===== config.mk =====
export PLATFORM = sky130hd
export DESIGN_NAME = rx_da_filter
export DESIGN_NICKNAME = d
export VERILOG_FILES = /design/src/rtl/rx_da_filter.sv
export SDC_FILE = /design/constraint.sdc
export NUM_CORES = 1
export LEC_CHECK = 0
export BUFFER_PORTS_ARGS = -buffer_cell sky130_fd_sc_hd__buf_2
export CELL_PAD_IN_SITES_DETAIL_PLACEMENT = 0
export CELL_PAD_IN_SITES_GLOBAL_PLACEMENT = 1
export CORE_UTILIZATION = 40
export DETAILED_ROUTE_END_ITERATION = 16
export PLACE_DENSITY_LB_ADDON = 0.08
export REMOVE_ABC_BUFFERS = 1
export SLEW_MARGIN = 20
export SYNTH_ARGS = -nofsm -noshare
export SYNTH_HDL_FRONTEND = slang
export SYNTH_SLANG_ARGS = --single-unit

===== constraint.sdc =====
create_clock -name clk -period 7.14 [get_ports clk]
set_input_delay 0.714 -clock clk [delete_from_list [all_inputs] [get_ports clk]]
set_output_delay 0.714 -clock clk [all_outputs]
set_load 0.02 [all_outputs]

===== src/rtl/rx_da_filter.sv =====
module rx_da_filter #(
  parameter int HASH_BITS    = 6,
  parameter int PERF_ENTRIES = 4
) (
  input  logic                            clk,
  input  logic                            rst_n,
  input  logic                            cfg_mode_we,
  input  logic [5:0]                      cfg_mode,
  input  logic                            hash_we,
  input  logic [HASH_BITS-6:0]            hash_word,
  input  logic [31:0]                     hash_data,
  input  logic                            perf_we,
  input  logic [$clog2(PERF_ENTRIES)-1:0] perf_idx,
  input  logic [47:0]                     perf_addr,
  input  logic                            da_valid,
  input  logic [47:0]                     da,
  output logic                            dec_valid,
  output logic                            dec_pass,
  output logic [2:0]                      dec_reason
);

  localparam int BINS = 1 << HASH_BITS;
  localparam logic [2:0] RS_NONE = 3'd0, RS_PROM = 3'd1, RS_BC = 3'd2,
                         RS_ALLMC = 3'd3, RS_HASH = 3'd4, RS_PERF = 3'd5;

  logic [5:0]      mode_q;
  logic [BINS-1:0] hash_q;
  logic [47:0]     perf_q [PERF_ENTRIES];

  wire promisc = mode_q[0];
  wire all_mc  = mode_q[1];
  wire hash_mc = mode_q[2];
  wire hop     = mode_q[3];
  wire bc_dis  = mode_q[4];
  wire rx_all  = mode_q[5];

  always_ff @(posedge clk) begin
    if (!rst_n) begin
      mode_q <= '0;
      hash_q <= '0;
      for (int i = 0; i < PERF_ENTRIES; i++) perf_q[i] <= '0;
    end else begin
      if (cfg_mode_we) mode_q <= cfg_mode;
      if (hash_we) hash_q[int'(hash_word)*32 +: 32] <= hash_data;
      if (perf_we) perf_q[perf_idx] <= perf_addr;
    end
  end

  function automatic logic [HASH_BITS-1:0] hash_index(input logic [47:0] a);
    logic [31:0] r;
    logic [HASH_BITS-1:0] idx;
    r = '1;
    for (int b = 0; b < 6; b++) begin
      for (int i = 0; i < 8; i++) begin
        logic fb;
        fb = r[0] ^ a[40 - 8*b + i];
        r  = r >> 1;
        if (fb) r = r ^ 32'hEDB8_8320;
      end
    end
    r = ~r;
    for (int k = 0; k < HASH_BITS; k++) idx[HASH_BITS-1-k] = r[k];
    return idx;
  endfunction

  logic [HASH_BITS-1:0]    hidx;
  logic [PERF_ENTRIES-1:0] phit;
  assign hidx = hash_index(da);

  for (genvar g = 0; g < PERF_ENTRIES; g++) begin : g_perf
    assign phit[g] = (perf_q[g] != 48'd0) && (perf_q[g] == da);
  end

  wire hash_hit = hash_q[hidx];
  wire perf_hit = |phit;
  wire is_bc    = &da;
  wire is_mc    = da[40];

  logic [2:0] rsn;
  always_comb begin
    rsn = RS_NONE;
    if (promisc)     rsn = RS_PROM;
    else if (is_bc)  rsn = bc_dis ? RS_NONE : RS_BC;
    else if (is_mc) begin
      if (all_mc)                          rsn = RS_ALLMC;
      else if (hash_mc && hash_hit)        rsn = RS_HASH;
      else if ((!hash_mc || hop) && perf_hit) rsn = RS_PERF;
    end else begin
      if (hop && hash_hit) rsn = RS_HASH;
      else if (perf_hit)   rsn = RS_PERF;
    end
  end

  always_ff @(posedge clk) begin
    if (!rst_n) begin
      dec_valid  <= 1'b0;
      dec_pass   <= 1'b0;
      dec_reason <= RS_NONE;
    end else begin
      dec_valid  <= da_valid;
      dec_pass   <= da_valid && ((rsn != RS_NONE) || rx_all);
      dec_reason <= da_valid ? rsn : RS_NONE;
    end
  end

endmodule


==> metrics.txt, run 1 <==
maximum vdd ir drop 1366 uV; Detail Placement HPWL 38.74 mm; clock buffer depth 3; DR iter-0 viols 1096; Antenna Nets Post-Route 0; fin area approximately 0.018 sq mm; Hold Crit Class in -> reg; CP startpoint kind input pin; Post-CTS Resized 0; synth unique cells 39; hold_buf cts 0; Slew @ Worst Pin 0.9781 ns; Max Transition Viols Final 0; initial antenna violation count 1; Worst Path Arrival around 6.3 ns; Yosys top cell by area edfxtp_1; Worst Path Class, Setup in -> reg; critical path cell sequence buf_2, xnor3_2, xnor2_2, xnor3_2, xnor3_1, xnor2_1, xnor3_1, xnor3_1, mux2i_1, mux4_2, mux2i_1, o311ai_1, o311a_1, o41ai_2, o21ai_1; syn_area_per_cell 11.47 sq um; gr ovfl total 0; area share of the largest cell type after synthesis a little under two fifths; H-tree depth 1; Ant. Diodes 0; Initial DRT Pass Iterations 5; WL/cell 25.91 um; share of layout cells above drive strength 1 between 10% and 20%; hold_ws just over 0.4 ns; Slew headroom 34.19%; clk sink count roughly 270; max incr delay on CP approximately 0.75 ns; largest net degree at the start of global routing 62; clock root buffer clkbuf_16; die width about 200 um; final wirelength 51.56 mm; worst path bufs/invs 1; Layout area overhead 14.07%; CTS tree yes; Setup Viol. Count Final 0; Clock transition at path regs 0.06 ns; Yosys Warn Count 0; # IOs 148; RSZ-0062 raised after global routing no; Synth top cells by count xor2_1, edfxtp_1, and2_1; ys async rst share 0%; leakage 6.975 nW; number of buffers created by CTS 30; Cell Rows 71; minimum clock period slightly below 6 ns; Final Hold Viols 0; Max FO, Critical Path 17; FILL cells 3579; Max-Cap Viols 0; die height 199.2 um; Post-synth EDFFs 192; residual DRC count 0; CORE AREA 0.03793 sq mm; die area 0.03969 sq mm; TNS Setup 0 ns; Total Power about 0.011 W; dominant cells by area after synthesis edfxtp_1, xor2_1, dfxtp_1, and2_1, xnor2_1; post-layout util 46.79%; Netlist Area Pre-Place 0.01556 sq mm; CP required 7.58 ns; postcts setup bufs 0; Synth Flop Type edfxtp_1; most used cell, CP xnor3_1; Power Dens Cells 604.9 mW/mm^2; routability cong. 0.9837; placed cell areas about 0.017 sq mm; count leader, synth xor2_1; Initial Utilization 41.02%; number of port buffers 147; crit end category flop; Period Utilization, post-route 81.77%; status complete, no violations; number of global-route vias before repair 10800; critical path's slowest cell xnor3_1; Max Fclk 0.1713 GHz; post-route clock skew around 0.021 ns; Layout Nets between 1500 and 2000; cells after synthesis roughly 1400; first-pass GRT wire length 74.90 mm; vias 10860; Crit path max-delay family XOR/XNOR gates; gr usage total 26.43%; vias per inst 5.456; Skew-Pair Late Insertion Delay 0.58 ns; sequential fraction of the synthesis area 46.70%; post-synthesis sequential element count 267
==> flip-flops by register name, indices dropped and copies added, names as in the netlist <==
signal      count
hash_q         64
dec_reason      3
perf_q        192
mode_q          6
dec_valid       1
dec_pass        1
==> placed cells by master, fill, tap and decap left out, types with 7 or more instances in the layout <==
cell type / netlist / routed
xnor2_1: 103 / 103
nor2b_1: 12 / 11
mux2i_1: 18 / 18
dfxtp_1: 75 / 75
nand2_1: 136 / 134
buf_2: 14 / 146
clkbuf_16: 0 / 33
nand3_1: 7 / 7
and2_1: 148 / 148
nand4_1: 36 / 36
edfxtp_1: 192 / 192
nor4_1: 104 / 104
a21boi_0: 64 / 64
xnor3_1: 39 / 39
mux4_2: 15 / 15
and3_1: 48 / 48
buf_4: 2 / 22
xor2_1: 215 / 215
==> layout make-up <==
class                   count  area, sq um  share of cell area (%)
clock inverters            13        160.2                  0.9023
well taps                 511        639.4                   3.602
repair buffers            168        895.9                   5.047
flip-flops and latches    267         7267                   40.94
clock buffers              42        880.8                   4.963
multi-input cells         989         7906                   44.54
==> power breakdown <==
group / switching, W / internal (W) / leakage [nW]
clock network: 0.000639 / 0.000998 / 0.515
logic: 0.00372 / 0.00351 / 3.97
registers: 0.0000976 / 0.00178 / 2.49
==> cell families (layout without fill, tap and decap cells) <==
family          count (synthesis)  after routing  share of synthesized area [%]
buf+inv                       101            223                          2.694
fa+ha+maj                       3              3                         0.2413
mux                            33             33                          3.329
xor+xnor                      370            370                          25.24
simple gates                  509            509                          18.21
compound gates                 74             74                          3.586
flops                         267            267                          46.70
==> worst paths after layout <==
check | end | slack [ns] | start | cells past startpoint
worst min-delay path | hash_q[59]$_SDFFE_PN0P_ | 0.41 | hash_data[27] | 3
worst max-delay path | dec_pass$_SDFF_PN0_ | 1.30 | da[40] | 15
worst min register to register | hash_q[61]$_SDFFE_PN0P_ | 0.46 | hash_q[61]$_SDFFE_PN0P_ | 2
worst max register to register | dec_pass$_SDFF_PN0_ | 4.00 | perf_q[1][24]$_SDFFCE_PN0P_ | 10
==> per-stage QoR <==
step | setup slack, ns | cells
6_report | 1.301 | 1990
3_3_place_gp | 0.9382 | 1935
4_1_cts | 1.362 | 1990
5_1_grt | 1.036 | 1990
3_5_place_dp | 0.7688 | 1935
2_1_floorplan | 1.526 | 1256
==> metal layers <==
metal  vias up  GRT usage [%]  share of wire [%]
met5         -              0              0.025
met4         2          7.692                2.8
met3        93          4.827                8.6
met2       458          38.64                 42
met1      5345          39.50                 46
li1       4959              -                  -
==> worst reg2reg max path: cells and delay by family, from the launching register on <==
family,cells,cell delay (ns)
flip-flops,1,0.43
buffers and inverters,1,0.23
AO/OA/AOI/OAI,4,0.54
AND/OR/NAND/NOR,5,1.82
No activity file was read; power rests on OpenSTA's default activity.
==> inputs of run 2 (changes only) <==
Clock period 7.14 ns to 4.8 ns, I/O delays scaled along.
==> run 2 against run 1 <==
- die area unchanged
- via count increased by 4.9%
- cell count up 6.6%
- sequential cell count unchanged
- worst hold slack got worse by 0.23 ns
- highest routed layer is now met4
==> metrics.txt, run 2 (synthesized netlist as in run 1, its figures left out) <==
first-pass GRT wire length 77.47 mm (was 74.90 mm); Final Hold Viols 0 (unchanged); Skew-Pair Late Insertion Delay 0.58 ns (about the same); number of global-route vias before repair 11320 (was 10800); Worst Hold End mode_q[0]$_SDFFE_PN0P_ (was hash_q[59]$_SDFFE_PN0P_); die width 199.2 um (unchanged); Max FO, Critical Path 7 (was 17); minimum clock period 4.762 ns; H-tree depth 1 (unchanged); hold_ws 0.1740 ns (was 0.4059 ns); die height 199.2 um (unchanged); number of buffers created by CTS 30 (unchanged); FF-to-FF Start perf_q[3][31]$_DFFE_PP_ (was perf_q[1][24]$_SDFFCE_PN0P_); Max Fclk 0.2100 GHz; Worst R2R Path Depth 10 (unchanged); Layout Nets 1735 (was 1602); area of the multi-input gates 0.008092 sq mm (was 0.007906 sq mm); routability cong. 1.015 (was 0.9837); TNS Setup 0 ns (unchanged); worst reg-to-reg setup slack 1.63 ns (was 4.00 ns); WL/cell 25.25 um (was 25.91 um); Biggest register perf_q (unchanged); Worst Path Arrival 5.20 ns (was 6.28 ns); hold_buf cts 0 (unchanged); Setup Viol. Count Final 0 (unchanged); CORE AREA 0.03793 sq mm (unchanged); DR iter-0 viols 1027 (was 1096); clk sink count 267 (unchanged); Period Utilization, post-route 99.20%; initial antenna violation count 0 (was 1); CTS tree yes (unchanged); die area 0.03969 sq mm (unchanged); residual DRC count 0 (unchanged); max FFs per register 192 (unchanged); RSZ-0062 raised after global routing yes (was no); Max Transition Viols Final 0 (unchanged); Clock transition at path regs 0.05 ns (was 0.06 ns); clock root buffer clkbuf_16 (unchanged); Detail Placement HPWL 41.69 mm (was 38.74 mm); CP startpoint kind input pin (unchanged); vias 11390 (was 10860); most frequent cells in the layout xor2_1, edfxtp_1, and2_1 (unchanged); fin area 0.01896 sq mm (was 0.01775 sq mm); # IOs 148 (unchanged); placed cell areas 0.01773 sq mm (was 0.01671 sq mm); largest net degree at the start of global routing 124 (was 62); Max-Cap Viols 0 (unchanged); share of layout cells above drive strength 1 25.16% (was 16.57%); Hold Crit Class in -> reg (unchanged); Initial Utilization 41.02% (unchanged); register area 0.007267 sq mm (unchanged); gr usage total 27.41% (was 26.43%); clock buffer depth 3 (unchanged); status complete, no violations (unchanged); number of port buffers 147 (unchanged); commonest non-fill, non-tap cell in the layout xor2_1 (unchanged); post-route clock skew 0.02076 ns (was 0.02098 ns); Antenna Nets Post-Route 0 (unchanged); Ant. Diodes 0 (unchanged); Slew @ Worst Pin 0.8645 ns (was 0.9781 ns); biggest regs perf_q x192, hash_q x64, mode_q x6 (unchanged); CP required 5.24 ns (was 7.58 ns); Worst Path Class, Setup in -> reg (unchanged); Cell Rows 71 (unchanged); Initial DRT Pass Iterations 7 (was 5); post-layout util 50.00% (was 46.79%); FILL cells 3504 (was 3579); HP Start cfg_mode[0] (was hash_data[27]); gr ovfl total 0 (unchanged); Hold Path Depth 3 (unchanged); Slew headroom 41.83% (was 34.19%); final wirelength 53.55 mm (was 51.56 mm); Layout area overhead 21.88% (was 14.07%); crit end category flop (unchanged); vias per inst 5.370 (was 5.456); capturing point of the worst reg2reg path dec_pass$_SDFF_PN0_ (unchanged)
-- run 2: changes by cell type in the layout (fill, tap and decap cells not counted), sizes merged --
cell	change
buf	+133
bufinv	-2
clkbuf	-2
clkinvlp	+2
-- run 2: worst max-delay path by stage --
stage | to | cells past startpoint | startpoint
floorplan | dec_pass$_SDFF_PN0_ | 15 | da[42]
global placement | dec_pass$_SDFF_PN0_ | 18 | da[43]
detailed placement | dec_pass$_SDFF_PN0_ | 18 | da[42]
CTS | dec_pass$_SDFF_PN0_ | 20 | da[40]
global route | dec_pass$_SDFF_PN0_ | 19 | da[40]
finish | dec_pass$_SDFF_PN0_ | 19 | da[43]
-- run 2: area by class of cell --
type                            instances  area share (%)
Clock buffer                           40           4.592
Clock inverter                         13          0.6268
Multi-Input combinational cell        989           42.67
Sequential cell                       267           38.32
Tap cell                              511           3.371
Timing Repair Buffer                  301           10.42
-- run 2: stage by stage --
step	setup slack [ns]	instances
after floorplan	-0.5804	1256
after global placement	-0.7636	2063
after detailed placement	-0.8448	2063
after CTS	0.01997	2119
after global routing	-0.1793	2121
final	0.03842	2121
-- run 2: worst max-delay path, stage by stage --
cell and delay [ns]:
buf_2 0.15, buf_12 0.12, xnor3_2 0.44, buf_4 0.17
xor3_1 0.21, xnor3_1 0.39, xnor3_2 0.44, xnor2_2 0.19
xnor3_1 0.26, xnor3_1 0.43, buf_6 0.17, mux2i_1 0.12
mux4_2 0.50, mux2i_4 0.18, o311ai_2 0.10, buf_4 0.16
o311a_1 0.38, o41ai_2 0.20, o21ai_1 0.10
-- run 2: layer usage --
| metal | share of wire, % | global-route usage (%) |
|---|---|---|
| met5 | 0 | 0 |
| met4 | 2.5 | 7.037 |
| met3 | 8.6 | 5.114 |
| met1 | 46 | 40.12 |
| met2 | 43 | 41.41 |
-- run 2: timing repair --
item / 4_1_cts / 5_1_grt
pin swaps: 11 / 12
buffers inserted: 3 / 2
endpoints found under the setup margin: 3 / 3
gates resized for setup: 12 / 24
cloned: 0 / 0
Power of run 2 is not shown: default switching activity piles up to over one toggle a cycle in this logic, so the estimate is an artifact.
